**config.mk**
```make
export PLATFORM = sky130hd
export DESIGN_NAME = dram_cmd_issuer
export DESIGN_NICKNAME = d
export VERILOG_FILES = /design/src/rtl/dcmd_pkg.sv /design/src/rtl/dcmd_decode.sv /design/src/rtl/dcmd_seq.sv /design/src/rtl/dcmd_pins.sv /design/src/rtl/dcmd_cke.sv /design/src/rtl/dram_cmd_issuer.sv
export SDC_FILE = /design/constraint.sdc
export NUM_CORES = 1
export LEC_CHECK = 0
export BUFFER_PORTS_ARGS = -buffer_cell sky130_fd_sc_hd__buf_4
export CORE_AREA = 5 5 68 70
export CTS_CLUSTER_SIZE = 14
export DETAILED_ROUTE_END_ITERATION = 8
export DIE_AREA = 0 0 73 75
export GPL_TIMING_DRIVEN = 0
export PLACE_DENSITY = 0.73
export SETUP_SLACK_MARGIN = 0.5
export SLEW_MARGIN = 20
export SYNTH_ARGS = -nofsm -noshare
export SYNTH_HDL_FRONTEND = slang
export SYNTH_SLANG_ARGS = --single-unit
```
**constraint.sdc**
```tcl
create_clock -name clk -period 1.71 [get_ports clk]
set_input_delay 0.342 -clock clk [delete_from_list [all_inputs] [get_ports clk]]
set_output_delay 0.342 -clock clk [all_outputs]
set_load 0.05 [all_outputs]
```
**src/rtl/dcmd_pkg.sv**
```systemverilog
// Package: shared types and pin codes for the DRAM software command issuer.
// Assumes active-low RAS/CAS/WE ordered {ras,cas,we}.
package dcmd_pkg;

    typedef enum logic [1:0] {
        KIND_NONE = 2'd0,
        KIND_MRS  = 2'd1,
        KIND_REF  = 2'd2,
        KIND_PRE  = 2'd3
    } cmd_kind_t;

    typedef enum logic [1:0] {
        ST_IDLE  = 2'd0,
        ST_ISSUE = 2'd1,
        ST_WAIT  = 2'd2,
        ST_DONE  = 2'd3
    } seq_state_t;

    localparam logic [2:0] PIN_MRS = 3'b000;
    localparam logic [2:0] PIN_REF = 3'b001;
    localparam logic [2:0] PIN_PRE = 3'b010;
    localparam logic [2:0] PIN_NOP = 3'b111;

    localparam int ALL_BANK_BIT = 5;   // mode value bit choosing precharge-all
    localparam int AUTO_LINE    = 10;  // address line carrying the all-bank flag

    localparam logic [1:0] CKE_FREE = 2'b00;
    localparam logic [1:0] CKE_LOW  = 2'b01;
    localparam logic [1:0] CKE_HIGH = 2'b10;

endpackage

```
**src/rtl/dcmd_decode.sv**
```systemverilog
// Request decoder: classifies the three request bits of a write.
// Assumes nothing about timing; purely combinational.
module dcmd_decode
    import dcmd_pkg::*;
(
    input  logic      mode_en,
    input  logic      set_ref,
    input  logic      set_pre,
    output cmd_kind_t kind,
    output logic      conflict
);

    logic [1:0] n_set;

    // count how many request bits are raised
    always_comb begin
        n_set = {1'b0, mode_en} + {1'b0, set_ref} + {1'b0, set_pre};
    end

    // pick the command kind; conflicting or empty writes give KIND_NONE
    always_comb begin
        conflict = (n_set > 2'd1);
        kind     = KIND_NONE;
        if (n_set == 2'd1) begin
            if (mode_en)      kind = KIND_MRS;
            else if (set_ref) kind = KIND_REF;
            else              kind = KIND_PRE;
        end
    end

endmodule

```
**src/rtl/dcmd_seq.sv**
```systemverilog
// Sequencer: accepts a request, holds it for one command cycle, counts
// GAP_CYC NOP cycles, then pulses done. Accepts writes only when idle or
// in the done cycle. Assumes GAP_CYC >= 1.
module dcmd_seq
    import dcmd_pkg::*;
#(
    parameter int RANK_SEL_W = 2,
    parameter int BA_W       = 3,
    parameter int ADDR_W     = 16,
    parameter int GAP_CYC    = 3
) (
    input  logic                  clk,
    input  logic                  rst_n,
    input  logic                  wr_en,
    input  cmd_kind_t             wr_kind,
    input  logic                  wr_conflict,
    input  logic [RANK_SEL_W-1:0] wr_rank,
    input  logic [BA_W-1:0]       wr_mr,
    input  logic [ADDR_W-1:0]     wr_val,
    output logic                  issue,
    output cmd_kind_t             lat_kind,
    output logic [RANK_SEL_W-1:0] lat_rank,
    output logic [BA_W-1:0]       lat_mr,
    output logic [ADDR_W-1:0]     lat_val,
    output logic                  pending,
    output logic                  done,
    output logic                  err
);

    localparam int CNT_W = (GAP_CYC < 2) ? 1 : $clog2(GAP_CYC);
    localparam logic [CNT_W-1:0] CNT_LAST = CNT_W'(GAP_CYC - 1);

    seq_state_t       state_q, state_d;
    logic [CNT_W-1:0] cnt_q;
    logic             open_win, accept;

    // a write can start a command only when no command is in flight
    always_comb begin
        open_win = (state_q == ST_IDLE) || (state_q == ST_DONE);
        accept   = wr_en && open_win && !wr_conflict && (wr_kind != KIND_NONE);
    end

    // next-state logic
    always_comb begin
        state_d = state_q;
        case (state_q)
            ST_IDLE:  if (accept) state_d = ST_ISSUE;
            ST_ISSUE: state_d = ST_WAIT;
            ST_WAIT:  if (cnt_q == CNT_LAST) state_d = ST_DONE;
            ST_DONE:  state_d = accept ? ST_ISSUE : ST_IDLE;
            default:  state_d = ST_IDLE;
        endcase
    end

    // state, wait counter and error pulse registers
    always_ff @(posedge clk) begin
        if (!rst_n) begin
            state_q <= ST_IDLE;
            cnt_q   <= '0;
            err     <= 1'b0;
        end else begin
            state_q <= state_d;
            err     <= wr_en && open_win && wr_conflict;
            if (state_q == ST_WAIT) cnt_q <= cnt_q + 1'b1;
            else                    cnt_q <= '0;
        end
    end

    // latch the accepted request fields
    always_ff @(posedge clk) begin
        if (!rst_n) begin
            lat_kind <= KIND_NONE;
            lat_rank <= '0;
            lat_mr   <= '0;
            lat_val  <= '0;
        end else if (accept) begin
            lat_kind <= wr_kind;
            lat_rank <= wr_rank;
            lat_mr   <= wr_mr;
            lat_val  <= wr_val;
        end
    end

    // status outputs decoded from state
    always_comb begin
        issue   = (state_q == ST_ISSUE);
        pending = (state_q == ST_ISSUE) || (state_q == ST_WAIT);
        done    = (state_q == ST_DONE);
    end

endmodule

```
**src/rtl/dcmd_pins.sv**
```systemverilog
// Pin encoder: maps the latched request to chip selects, bank, address
// and RAS/CAS/WE during the issue cycle; NOP with all ranks deselected
// otherwise. Assumes ADDR_W > AUTO_LINE and NUM_RANKS >= 2.
module dcmd_pins
    import dcmd_pkg::*;
#(
    parameter int NUM_RANKS  = 4,
    parameter int RANK_SEL_W = 2,
    parameter int BA_W       = 3,
    parameter int ADDR_W     = 16
) (
    input  logic                  issue,
    input  cmd_kind_t             kind,
    input  logic [RANK_SEL_W-1:0] rank,
    input  logic [BA_W-1:0]       mr,
    input  logic [ADDR_W-1:0]     val,
    output logic [NUM_RANKS-1:0]  cs_n,
    output logic [BA_W-1:0]       ba,
    output logic [ADDR_W-1:0]     addr,
    output logic                  ras_n,
    output logic                  cas_n,
    output logic                  we_n
);

    logic       all_bank;
    logic [2:0] code;

    // per-rank chip select: low only for the target rank while issuing
    for (genvar g = 0; g < NUM_RANKS; g++) begin : g_cs
        assign cs_n[g] = !(issue && (rank == RANK_SEL_W'(g)));
    end

    // command, bank and address encoding
    always_comb begin
        all_bank = val[ALL_BANK_BIT];
        code     = PIN_NOP;
        ba       = '0;
        addr     = '0;
        if (issue) begin
            case (kind)
                KIND_MRS: begin
                    code = PIN_MRS;
                    ba   = mr;
                    addr = val;
                end
                KIND_REF: code = PIN_REF;
                KIND_PRE: begin
                    code            = PIN_PRE;
                    addr[AUTO_LINE] = all_bank;
                    ba              = all_bank ? '0 : mr;
                end
                default: code = PIN_NOP;
            endcase
        end
        {ras_n, cas_n, we_n} = code;
    end

endmodule

```
**src/rtl/dcmd_cke.sv**
```systemverilog
// CKE controller: holds the software override field and the current CKE
// level. A forced level wins; when unforced, the last level persists
// until a power event supplies a new one. Value 11 forces nothing.
module dcmd_cke
    import dcmd_pkg::*;
(
    input  logic       clk,
    input  logic       rst_n,
    input  logic       wr_en,
    input  logic [1:0] wr_ctl,
    input  logic       evt,
    input  logic       evt_level,
    output logic [1:0] ctl_q,
    output logic       level
);

    logic hold_q, forcing, forced_lvl;

    // decode the override field
    always_comb begin
        forcing    = (ctl_q == CKE_LOW) || (ctl_q == CKE_HIGH);
        forced_lvl = (ctl_q == CKE_HIGH);
    end

    // override field register, rewritten on every host write
    always_ff @(posedge clk) begin
        if (!rst_n)     ctl_q <= CKE_FREE;
        else if (wr_en) ctl_q <= wr_ctl;
    end

    // held level follows the force, or a power event when unforced
    always_ff @(posedge clk) begin
        if (!rst_n)       hold_q <= 1'b0;
        else if (forcing) hold_q <= forced_lvl;
        else if (evt)     hold_q <= evt_level;
    end

    // output level
    always_comb begin
        level = forcing ? forced_lvl : hold_q;
    end

endmodule

```
**src/rtl/dram_cmd_issuer.sv**
```systemverilog
// Top: software-triggered DRAM command issuer with CKE ownership.
// Assumes NUM_RANKS >= 2, ADDR_W >= 11, GAP_CYC >= 1; host fields are
// valid in the cycle wr_en is high.
module dram_cmd_issuer
    import dcmd_pkg::*;
#(
    parameter int NUM_RANKS  = 4,
    parameter int BA_W       = 3,
    parameter int ADDR_W     = 16,
    parameter int GAP_CYC    = 3,
    localparam int RANK_SEL_W = $clog2(NUM_RANKS)
) (
    input  logic                  clk,
    input  logic                  rst_n,
    input  logic                  wr_en,
    input  logic                  wr_mode_en,
    input  logic                  wr_set_ref,
    input  logic                  wr_set_pre,
    input  logic [RANK_SEL_W-1:0] wr_rank_sel,
    input  logic [BA_W-1:0]       wr_mr_sel,
    input  logic [ADDR_W-1:0]     wr_mode_val,
    input  logic [1:0]            wr_cke_ctl,
    input  logic                  pwr_evt,
    input  logic                  pwr_evt_cke,
    output logic                  req_pending,
    output logic                  cmd_done,
    output logic                  cmd_err,
    output logic [NUM_RANKS-1:0]  dram_cs_n,
    output logic [BA_W-1:0]       dram_ba,
    output logic [ADDR_W-1:0]     dram_addr,
    output logic                  dram_ras_n,
    output logic                  dram_cas_n,
    output logic                  dram_we_n,
    output logic [NUM_RANKS-1:0]  dram_cke
);

    cmd_kind_t             dec_kind, lat_kind;
    logic                  dec_conflict, issue, cke_level;
    logic [RANK_SEL_W-1:0] lat_rank;
    logic [BA_W-1:0]       lat_mr;
    logic [ADDR_W-1:0]     lat_val;
    logic [1:0]            cke_ctl_q;

    dcmd_decode u_dec (
        .mode_en  (wr_mode_en),
        .set_ref  (wr_set_ref),
        .set_pre  (wr_set_pre),
        .kind     (dec_kind),
        .conflict (dec_conflict)
    );

    dcmd_seq #(
        .RANK_SEL_W (RANK_SEL_W),
        .BA_W       (BA_W),
        .ADDR_W     (ADDR_W),
        .GAP_CYC    (GAP_CYC)
    ) u_seq (
        .clk         (clk),
        .rst_n       (rst_n),
        .wr_en       (wr_en),
        .wr_kind     (dec_kind),
        .wr_conflict (dec_conflict),
        .wr_rank     (wr_rank_sel),
        .wr_mr       (wr_mr_sel),
        .wr_val      (wr_mode_val),
        .issue       (issue),
        .lat_kind    (lat_kind),
        .lat_rank    (lat_rank),
        .lat_mr      (lat_mr),
        .lat_val     (lat_val),
        .pending     (req_pending),
        .done        (cmd_done),
        .err         (cmd_err)
    );

    dcmd_pins #(
        .NUM_RANKS  (NUM_RANKS),
        .RANK_SEL_W (RANK_SEL_W),
        .BA_W       (BA_W),
        .ADDR_W     (ADDR_W)
    ) u_pins (
        .issue (issue),
        .kind  (lat_kind),
        .rank  (lat_rank),
        .mr    (lat_mr),
        .val   (lat_val),
        .cs_n  (dram_cs_n),
        .ba    (dram_ba),
        .addr  (dram_addr),
        .ras_n (dram_ras_n),
        .cas_n (dram_cas_n),
        .we_n  (dram_we_n)
    );

    dcmd_cke u_cke (
        .clk       (clk),
        .rst_n     (rst_n),
        .wr_en     (wr_en),
        .wr_ctl    (wr_cke_ctl),
        .evt       (pwr_evt),
        .evt_level (pwr_evt_cke),
        .ctl_q     (cke_ctl_q),
        .level     (cke_level)
    );

    // every rank sees the same clock-enable level
    always_comb begin
        dram_cke = {NUM_RANKS{cke_level}};
    end

endmodule

```
Word level (Yosys, flattened, before mapping)

Cells that the tools add are included.

Add/subtract/negate cells: 3
$lt $le $gt $ge: 1
Eq/ne operators: 15
Muxes and demuxes: 19
Reduce and logical (&&, ||, !) cells: 22

Operators with widths:

| operator            | number |
|---|---|
| $eq 2x2->1 const B  | 8 |
| $mux 16             | 1 |
| $eq 2x1->1 const B  | 5 |
| $mux 10             | 1 |
| $mux 3              | 3 |
| $pmux 3 s3          | 1 |
| $logic_and 1x1->1   | 8 |
| $mux 2              | 4 |
| $pmux 2 s4          | 1 |
| $pmux 3 s2          | 1 |
| $logic_not 1->1     | 5 |
| $mux 1              | 5 |
| $mux 5              | 1 |
| $logic_not 2->1     | 2 |
| $ne 2x1->1 const B  | 2 |
| $reduce_and 2->1    | 2 |
| $reduce_bool 2->1   | 2 |
| $logic_or 1x1->1    | 3 |
| $add 1x1->2         | 1 |
| $add 2x1->2         | 1 |
| $add 2x1->2 const B | 1 |
| $gt 2x1->1 const B  | 1 |
| $pmux 1 s2          | 1 |

Register bits: 31
Input bits: 31
Output and inout port bits: 33
Word-level logic and storage cells: 69

Longest topological paths before layout

Gate-level depths: netlist of run 1.

Word-level depth: 8
Gate-level depth with buffers: 7
Gate-level depth less buffers: 6

Cells and area by module

From an unflattened synthesis of run 1, not the netlist that was laid out.

Cells, all modules: 197
Area total of the unflattened synthesis: 1,665.3 um^2

Modules (own cells, without submodules):

| module          | times used | cells each | area an instance (um^2) | sequential area each (um^2) |
|---|---|---|---|---|
| dcmd_seq        | 1          | 131        | 1,171.1                 | 560.5 |
| dcmd_pins       | 1          | 41         | 266.5                   | 0.0 |
| dcmd_cke        | 1          | 13         | 143.9                   | 60.1 |
| dcmd_decode     | 1          | 8          | 53.8                    | 0.0 |
| dram_cmd_issuer | 1          | 4          | 30.0                    | 0.0 |

Worst setup path before layout of run 1

OpenSTA, ideal clock, no wires.

Kind: register to register
Start point: reg u_seq.state_q[0]
End point: reg u_seq.state_q[0]
Library setup time: 131 ps
Arrival time: 1,833 ps
Required time: 1,579 ps
Slack: -254 ps
Stages on the path, launching flop included: 8
Buffers on the path: 1
Period minus slack after synthesis: 1,964 ps
Cell sequence: dfxtp_1 inv_1 ha_1 nand4bb_1 buf_4 o311ai_2 and2_1 a221oi_2

Longest elaborated chain between the ends: 7
Elaborated cells between the ends (all ways): 13
Classes of those cells: eq/ne (5); mux (2); reduce/logical (6)

RTL lines:

| item                                                  | line                           | source |
|---|---|---|
| from (decl)                                           | dcmd_seq.sv:33                 | `seq_state_t state_q, state_d;` |
| from (signal assigned)                                | dcmd_seq.sv:62                 | `state_q <= state_d;` |
| $eq 2x2->1 / $logic_not 2->1 (equally long branches)  | dcmd_seq.sv:39, dcmd_seq.sv:46 |  |
| $logic_or 1x1->1                                      | dcmd_seq.sv:39                 | `open_win = (state_q == ST_IDLE) \|\| (state_q == ST_DONE);` |
| $logic_and 1x1->1 (3 in a row)                        | dcmd_seq.sv:40                 | `accept = wr_en && open_win && !wr_conflict && (wr_kind != KIND_NONE);` |
| $mux 1 / $ne 2x1->1 (equally long branches)           | -                              |  |
| $pmux 2 s4 / $reduce_and 2->1 (equally long branches) | -                              |  |

Parallel ways exist; a longest one is shown, timed or not.
A chain may end at the register's enable or synchronous reset.

Worst setup path after layout of run 1

Start point: reg u_cke.ctl_q[0]
End point: out dram_cke[0]

Longest elaborated chain between the ends: 3
Elaborated cells between the ends (all ways): 4
Classes of those cells: eq/ne (2); mux (1); reduce/logical (1)

RTL lines:

| item                                            | line                           | source |
|---|---|---|
| from (decl)                                     | dcmd_cke.sv:13                 | `output logic [1:0] ctl_q,` |
| from (signal assigned)                          | dcmd_cke.sv:28                 | `else if (wr_en) ctl_q <= wr_ctl;` |
| $eq 2x1->1 / $eq 2x2->1 (equally long branches) | dcmd_cke.sv:21, dcmd_cke.sv:22 |  |
| $logic_or 1x1->1                                | dcmd_cke.sv:21                 | `forcing = (ctl_q == CKE_LOW) \|\| (ctl_q == CKE_HIGH);` |
| $mux 1 (*)                                      | dcmd_cke.sv:40                 | `level = forcing ? forced_lvl : hold_q;` |
| to (decl)                                       | dram_cmd_issuer.sv:34          | `output logic [NUM_RANKS-1:0] dram_cke` |

Every way passes the cells marked *; elsewhere a longest branch is shown, timed or not.

==> metrics list, run 1 <==
- The final reports fail on setup timing.
* Global route total overflow: 0
* Routed via count divided by cell count: 5.325
- Number of maximum-capacitance violations: 0
- The count of nets left with antenna violations once routing finished came out at 0.
* TritonCTS clock tree: yes
- Mapped Nets: 237
- Synthesis inferred 31 register bits.
- Wires add up to 6630 um.
- Number of different library cells in the post-synthesis netlist: 36
- Worst slew margin relative to its limit: 70.71%
- Setup violations remaining at the end of the flow were counted as 31.
* Number of antenna violations at the first check in global routing: 0
- The analysis attributes to cell leakage a power of 0.001411 uW.
* Delay of the slowest cell on the worst path: 340 ps
- Of the cells placed in the final design, the portion with a size suffix greater than 1 is 69.15%.
* Worst path bufs/invs: 3
* Clock-pin slew on the worst setup and hold paths: 70 ps
- The clock reaches the later pin of the worst-skew pair after 290 ps.
- Number of global-route vias before repair: 1,781
- The mapped netlist covers 1645 um2.
- During synthesis, Yosys emitted a total of 0 warnings.
- Crit path max-delay family: flip-flops
- The cell sitting at the root of the clock tree is a sky130_fd_sc_hd__clkbuf_8.
* Max IR drop VDD: 0.8073 mV
* Fraction of registers with async set/reset: 0%
* Required @ worst endpoint: 1370 ps
- In this run the number of H-tree levels came out at 2.
- For this design the ratio of total power to cell area is 907.6 nW/um2.
* Fin. Hold Viols: 0
* Clock Skew: 8.478 ps
- In this run, the number of DRC markers left after iteration 0 of detailed routing was 91.
- Library cell contributing the largest single delay on the critical path: sky130_fd_sc_hd__dfxtp_2
* Worst Setup End Kind: primary output
- Leaving out filler cells and counting taps, the final layout contains 345.
* Number of slew-limit violations in the final report: 0
- Initial Utilization: 42.04%
* Shortest period the worst path allows: 1871 ps
* Layout Area Growth over Synthesis: 108.9%
* Core Area: 3914 um2
- In the post-route analysis, the smallest setup slack over all paths is -161.0 ps.
- I/O pin total: 64
- Kind of start point of the critical path: register
* Cts bufs inserted: 5
- Number of clock sinks: 31
- Data on the critical path arrives at its endpoint at 1530 ps.
- The first global-routing pass estimated 8618 um of wire.
* Count of mapped cells out of synthesis: 194
- After detailed routing, the average wire length per cell comes to 19.22 um.
* Worst setup path category: reg -> out
* Kind of path behind the tightest hold check: in -> reg
- Routability-driven placement finished with a final weighted congestion of 0.7764.
- Total chip power: 3119 uW
- In this run, placement finished with an instance count of 307.
- Number of I/O port buffers: 63
- 0 antenna diodes ended up in the layout.
- Setup repair after global routing could not meet its margin everywhere.
- The share of the Yosys chip area taken by registers is 37.72%.
- Across all layers, the routed design uses 1,837 vias.
* Pin count of the biggest net entering global routing: 11
- In this run the core area contains 23 standard-cell rows.
- Number of search-and-repair iterations in the first detailed-routing pass: 4
- Ratio of final minimum period to clock period: 109.4%
- Final net count: 337
- Die Y-Extent: 75 um
* Post-DP HPWL: 3119 um
- In this run the worst path has a maximum fanout of 4.
* Horizontal extent of the die: 73 um
* Global-route usage over all layers: 20.79%
- Result of the run: finished with violations
* Floorplan die area: 5475 um2
- Walking the worst path, the cells encountered are inv_2 > ha_4 > mux2_4 > buf_8 > buf_6.
- In the routed design, unresolved DRC markers number 0.
- At the pin with the least slew margin, the transition time is 439.3 ps.
- The synthesized design contains 0 enable-type register cells.
* Hold-fix buffers, CTS: 0
- In this run the deepest clock path goes through 2 buffers.
- Most frequently used flop master after synthesis: sky130_fd_sc_hd__dfxtp_1
* Upper clock frequency limit: 534.5 MHz
- Each instance of the synthesized netlist takes up on average 8.481 um2.
## cells in the mapped netlist (2+ instances only)
library cell	number	area (um2)
sky130_fd_sc_hd__a21boi_0	19	142.6
sky130_fd_sc_hd__a21boi_1	3	22.52
sky130_fd_sc_hd__and3_1	16	100.1
sky130_fd_sc_hd__buf_2	2	10.01
sky130_fd_sc_hd__buf_4	5	37.54
sky130_fd_sc_hd__buf_6	2	22.52
sky130_fd_sc_hd__clkbuf_1	6	22.52
sky130_fd_sc_hd__dfxtp_1	31	620.6
sky130_fd_sc_hd__ha_1	11	137.6
sky130_fd_sc_hd__inv_1	13	48.80
sky130_fd_sc_hd__mux2i_1	3	30.03
sky130_fd_sc_hd__nand2_1	48	180.2
sky130_fd_sc_hd__nand3b_1	2	15.01
sky130_fd_sc_hd__nor2_1	6	22.52
sky130_fd_sc_hd__nor2b_1	6	37.54
## logic make-up (layout without fill, tap and decap cells)
kind of cell               count (synthesis)  after routing  synth area share (%)
adders and majority gates                 12             12                 9.582
and+or+nand+nor                           88             88                 26.39
muxes                                      4              4                 2.510
buffers and inverters                     28            129                 8.593
AOI/OAI and AO/OA                         31             31                 15.21
DFF                                       31             31                 37.72
## tightest hold or removal path, cell delays in order
cell	delay [ps]
sky130_fd_sc_hd__buf_4	110
sky130_fd_sc_hd__nand2_2	50
sky130_fd_sc_hd__a21boi_2	40
## report_power, final
part | internal, uW | leakage, uW | total [uW] | switching (uW)
sequential | 789 | 0.000256 | 861 | 72.2
combinational | 923 | 0.00111 | 1680 | 760
clock | 286 | 0.0000422 | 575 | 290
total | 2000 | 0.00141 | 3120 | 1120
## what timing repair did
action,4_1_cts,5_1_grt
gates cloned,5,1
setup buffers,20,4
resized for setup,135,36
pin swaps,29,28
endpoints found under the setup margin,57,58
## cell type report
cell class | count | area [um2]
Multi-Input combinational cell | 135 | 1345
Clock inverter | 1 | 5.005
Inverter | 13 | 66.31
Buffer | 15 | 192.7
Clock buffer | 7 | 76.32
Fill cell | 163 | 476.7
Tap cell | 50 | 62.56
Timing Repair Buffer | 93 | 1052
Sequential cell | 31 | 636.9
## cells in the final DEF, fill, tap and decap left out, types with 2 or more instances in the layout
cell type / n
sky130_fd_sc_hd__buf_4: 40
sky130_fd_sc_hd__buf_6: 29
sky130_fd_sc_hd__buf_8: 27
sky130_fd_sc_hd__dfxtp_1: 26
sky130_fd_sc_hd__nand2_2: 18
sky130_fd_sc_hd__nand2_1: 16
sky130_fd_sc_hd__and3_4: 15
sky130_fd_sc_hd__nand2_4: 13
sky130_fd_sc_hd__a21boi_1: 11
sky130_fd_sc_hd__a21boi_2: 10
sky130_fd_sc_hd__ha_4: 7
sky130_fd_sc_hd__inv_1: 6
sky130_fd_sc_hd__clkbuf_8: 6
sky130_fd_sc_hd__clkbuf_1: 5
sky130_fd_sc_hd__clkbuf_16: 4
sky130_fd_sc_hd__inv_4: 4
sky130_fd_sc_hd__ha_1: 4
sky130_fd_sc_hd__dfxtp_4: 4
sky130_fd_sc_hd__nor2_4: 3
sky130_fd_sc_hd__buf_12: 3
sky130_fd_sc_hd__nor2_1: 3
sky130_fd_sc_hd__mux2i_1: 3
sky130_fd_sc_hd__nor2b_1: 3
sky130_fd_sc_hd__inv_2: 2
sky130_fd_sc_hd__nor2b_4: 2
sky130_fd_sc_hd__nand3b_1: 2
## flip-flops by register name (all words and copies together) (netlist names)
| register | cells |
|---|---|
| u_seq.lat_val | 16 |
| u_seq.lat_mr | 3 |
| u_cke.ctl_q | 2 |
| u_seq.lat_kind | 2 |
| u_cke.hold_q | 1 |
| u_seq.cnt_q | 2 |
| u_seq.state_q | 2 |
| u_seq.lat_rank | 2 |
| u_seq.err | 1 |
## final timing paths
| check | cells after the start | slack [ps] | endpoint | start |
|---|---|---|---|---|
| hold reg to reg | 1 | 410 | u_seq.cnt_q[0] | u_seq.cnt_q[0] |
| setup reg to reg | 8 | -30 | u_seq.state_q[0] | u_seq.state_q[1] |
| setup / recovery | 5 | -160 | dram_cke[0] | u_cke.ctl_q[0] |
| hold / removal | 3 | 300 | u_seq.lat_mr[1] | wr_mr_sel[1] |
## metal layers
layer / vias to the layer above / part of all wire (%) / global-route usage (%)
met3: 18 / 6.1 / 4.539
met4: 0 / 2.5 / 5.533
met1: 892 / 37 / 22.35
met5: - / 0 / 0
met2: 83 / 54 / 40.62
li1: 844 / - / -
## stage by stage
step	utilization, %	setup WS (ps)	setup TNS, ps	area (um2)	hold slack [ps]
2_1_floorplan	-	49.02	0	1957	391.2
3_3_place_gp	63.68	-133.7	-2526	2492	401.3
3_5_place_dp	63.68	-164.9	-3016	2492	405.7
4_1_cts	82.61	-160.2	-2165	3233	296.1
5_1_grt	87.82	-209.8	-4126	3437	309.0
6_report	87.82	-161.0	-2796	3437	303.2
(Power assumes the default switching activity.)
==> run 2: changes to the inputs <==
Settings changed: BUFFER_PORTS_ARGS -buffer_cell sky130_fd_sc_hd__buf_4 to default, CORE_AREA 5 5 68 70 to 5 5 61 63, DIE_AREA 0 0 73 75 to 0 0 66 68, DONT_BUFFER_PORTS from default to 1, PLACE_DENSITY 0.73 to 0.71.
==> metrics list, run 2 (synthesis results as in run 1) <==
- Result of the run: finished with violations (unchanged).
- Violated checks: setup timing (unchanged).
* Global route total overflow: 0 (unchanged)
* Buffer levels on the longest clock path: 2 (unchanged)
- The global-route wire length before repair is 7113 um (was 8618 um).
- Clk Tree Root Cell: sky130_fd_sc_hd__clkbuf_4 (was sky130_fd_sc_hd__clkbuf_8)
- The highest ir drop seen on vdd was 0.5846 mV (was 0.8073 mV).
- The number of cell rows is 21 (was 23).
* Total length of routed met2 wires: 2770 um (was 3582 um)
- The path category of the worst min-delay check is in -> reg (unchanged).
* Cts bufs inserted: 5 (unchanged)
- H-tree levels: 2 (unchanged)
- Worst setup path category: reg -> out (unchanged)
- The routed metal-1 wire length came to 2007 um (was 2481 um).
- The count of input and output buffers is 0 (was 63).
* Pin count of the biggest net entering global routing: 11 (unchanged)
- Initial Utilization: 51.75% (was 42.04%)
- The worst hold margin is 106.8 ps (was 303.2 ps).
- The final clock skew was 22.05 ps (was 8.478 ps).
- The leakage power was 0.0009989 uW (was 0.001411 uW).
* Number of search-and-repair iterations in the first detailed-routing pass: 4 (unchanged)
- The post-synthesis to final-layout area growth came to 58.78% (was 108.9%).
- The DRC violation count after routing came to 0 (unchanged).
- The number of inserted filler cells in the final layout was 184 (was 163).
- The number of cells in the design after placement came to 240 (was 307).
* Setup repair after global routing missed its margin: true (unchanged)
* Kind of start point of the critical path: register (unchanged)
* Final net count: 266 (was 337)
- Shortest period the worst path allows: 1845 ps (was 1871 ps)
- Most common library cell in the layout ignoring fill and taps: sky130_fd_sc_hd__dfxtp_1 (was sky130_fd_sc_hd__buf_4)
- The worst-case headroom to the max-slew limit is 63.26% (was 70.71%).
- Number of antenna diodes: 0 (unchanged)
* Number of slew-limit violations in the final report: 0 (unchanged)
- The area of the die was 4488 um2 (was 5475 um2).
- I/O pin total: 64 (unchanged)
- Vias post-DR: 1,502 (was 1,837)
- The weighted congestion reported at the end of routability-driven placement came to 0.7349 (was 0.7764).
* Detail-routed net length per standard cell: 19.14 um (was 19.22 um)
- Register with the most flip-flops: u_seq.lat_val (unchanged)
- The post-route setup TNS came to -2254 ps (was -2796 ps).
* Met3 wire len: 252 um (was 403 um)
- Routed via count divided by cell count: 5.563 (was 5.325)
- The post-route fraction of the period consumed by the critical path was 107.9% (was 109.4%).
- Setup WS post-layout: -135.3 ps (was -161.0 ps)
- The fmax was 541.9 MHz (was 534.5 MHz).
- The final routed wirelength across all metal layers is 5168 um (was 6630 um).
- The final antenna-violating net count came to 0 (unchanged).
- The chip width was 66 um (was 73 um).
- The count of endpoints failing hold in the final timing report was 0 (unchanged).
- The worst slack at placement is -122.4 ps (was -164.9 ps).
* Number of maximum-capacitance violations: 0 (unchanged)
- The TritonCTS clock tree is yes (unchanged).
- The initial DRC count was 69 (was 91).
- Worst Setup End Kind: primary output (unchanged)
- The number of global-route vias before repair came to 1,439 (was 1,781).
- Clock-pin slew on the worst setup and hold paths: 110 ps (was 70 ps)
- Worst Path Max Fanout: 4 (unchanged)
- Highest routed layer: met4 (unchanged)
- Registers with the highest flip-flop counts: u_seq.lat_val (16), u_seq.lat_mr (3) (unchanged)
- Number of standard cells in the layout, taps in and fillers out: 270 (was 345)
- The number of sinks driven by the clock tree is 31 (unchanged).
* Data arrival time at the worst-slack endpoint: 1500 ps (was 1530 ps)
- Hold-fix buffers, CTS: 0 (unchanged)
- Number of antenna violations at the first check in global routing: 0 (unchanged)
* Required @ worst endpoint: 1370 ps (about the same)
- The number of flip-flops in the largest register is 16 (unchanged).
- The clock latency on the worst-skew pair is 340 ps (was 290 ps).
- Power Dens Cells: 982.2 nW/um2 (was 907.6 nW/um2)
* Die Y-Extent: 68 um (was 75 um)
- The share of final-layout standard cells stronger than drive strength 1 came to 58.48% (was 69.15%).
- The final setup violation count is 29 (was 31).
* Worst-margin pin slew: 549.5 ps (was 439.3 ps)
* Post-DP HPWL: 2955 um (was 3119 um)
* Core Area: 3179 um2 (was 3914 um2)
- Global-route usage over all layers: 21.14% (was 20.79%)
- Most frequent cells in the layout: 25 x sky130_fd_sc_hd__dfxtp_1, 19 x sky130_fd_sc_hd__nand2_2, 18 x sky130_fd_sc_hd__nand2_1 (was 40 x sky130_fd_sc_hd__buf_4, 29 x sky130_fd_sc_hd__buf_6, 27 x sky130_fd_sc_hd__buf_8).
==> run 2: changes by cell type in the layout (fill, tap and decap cells not counted), sizes merged <==
cell / before / now
buf: 100 / 28
clkbuf: 15 / 16
==> run 2: through the flow <==
stage | utilization, % | total power, uW | area, um2
after floorplan | - | 1566 | 1957
after global placement | 63.36 | 1652 | 2014
after detailed placement | 63.36 | 1684 | 2014
after CTS | 73.51 | 2385 | 2337
after global routing | 82.17 | 2686 | 2613
final | 82.17 | 2566 | 2613
==> run 2: where the power goes <==
group          total [uW]  leakage [uW]  switching, uW  internal (uW)
clock                 420     0.0000293            260            160
combinational        1280      0.000714            627            657
sequential            862      0.000256           73.3            789
total                2570      0.000999            960           1610
==> run 2: worst paths after layout <==
check	from	endpoint	slack [ps]	cells past startpoint
max	u_seq.state_q[1]	dram_we_n	-140	5
min reg2reg	u_seq.cnt_q[0]	u_seq.cnt_q[0]	410	1
min	wr_mode_val[13]	u_seq.lat_val[13]	110	2
max reg2reg	u_seq.state_q[1]	u_seq.state_q[0]	-20	8
==> run 2: area by class of cell <==
type,instances,area (um2),share of cell area (%)
Multi-Input combinational cell,135,1313,50.24
Timing Repair Buffer,22,276.5,10.58
Inverter,13,63.81,2.443
Clock buffer,7,45.04,1.724
Buffer,15,214.0,8.190
Clock inverter,1,5.005,0.1916
Tap cell,46,57.56,2.203
Sequential cell,31,638.1,24.43
==> run 2: routing by layer <==
| layer | track usage (%) | vias to the layer above |
|---|---|---|
| met1 | 24.04 | 737 |
| met2 | 36.42 | 48 |
| li1 | - | 703 |
| met5 | 0 | - |
| met3 | 6.404 | 14 |
| met4 | 9.898 | 0 |
==> run 2: timing repair <==
action | 4_1_cts | 5_1_grt
resized for setup | 51 | 54
setup endpoints to repair | 58 | 57
cloned | 3 | 3
buffers inserted | 11 | 5
pin swaps | 22 | 39
==> run 2: critical path, stage by stage, from the launching register on <==
cell	delay (ps)
sky130_fd_sc_hd__dfxtp_4	360
sky130_fd_sc_hd__inv_6	60
sky130_fd_sc_hd__ha_4	160
sky130_fd_sc_hd__buf_12	130
sky130_fd_sc_hd__nand2b_4	130
sky130_fd_sc_hd__or2_4	340
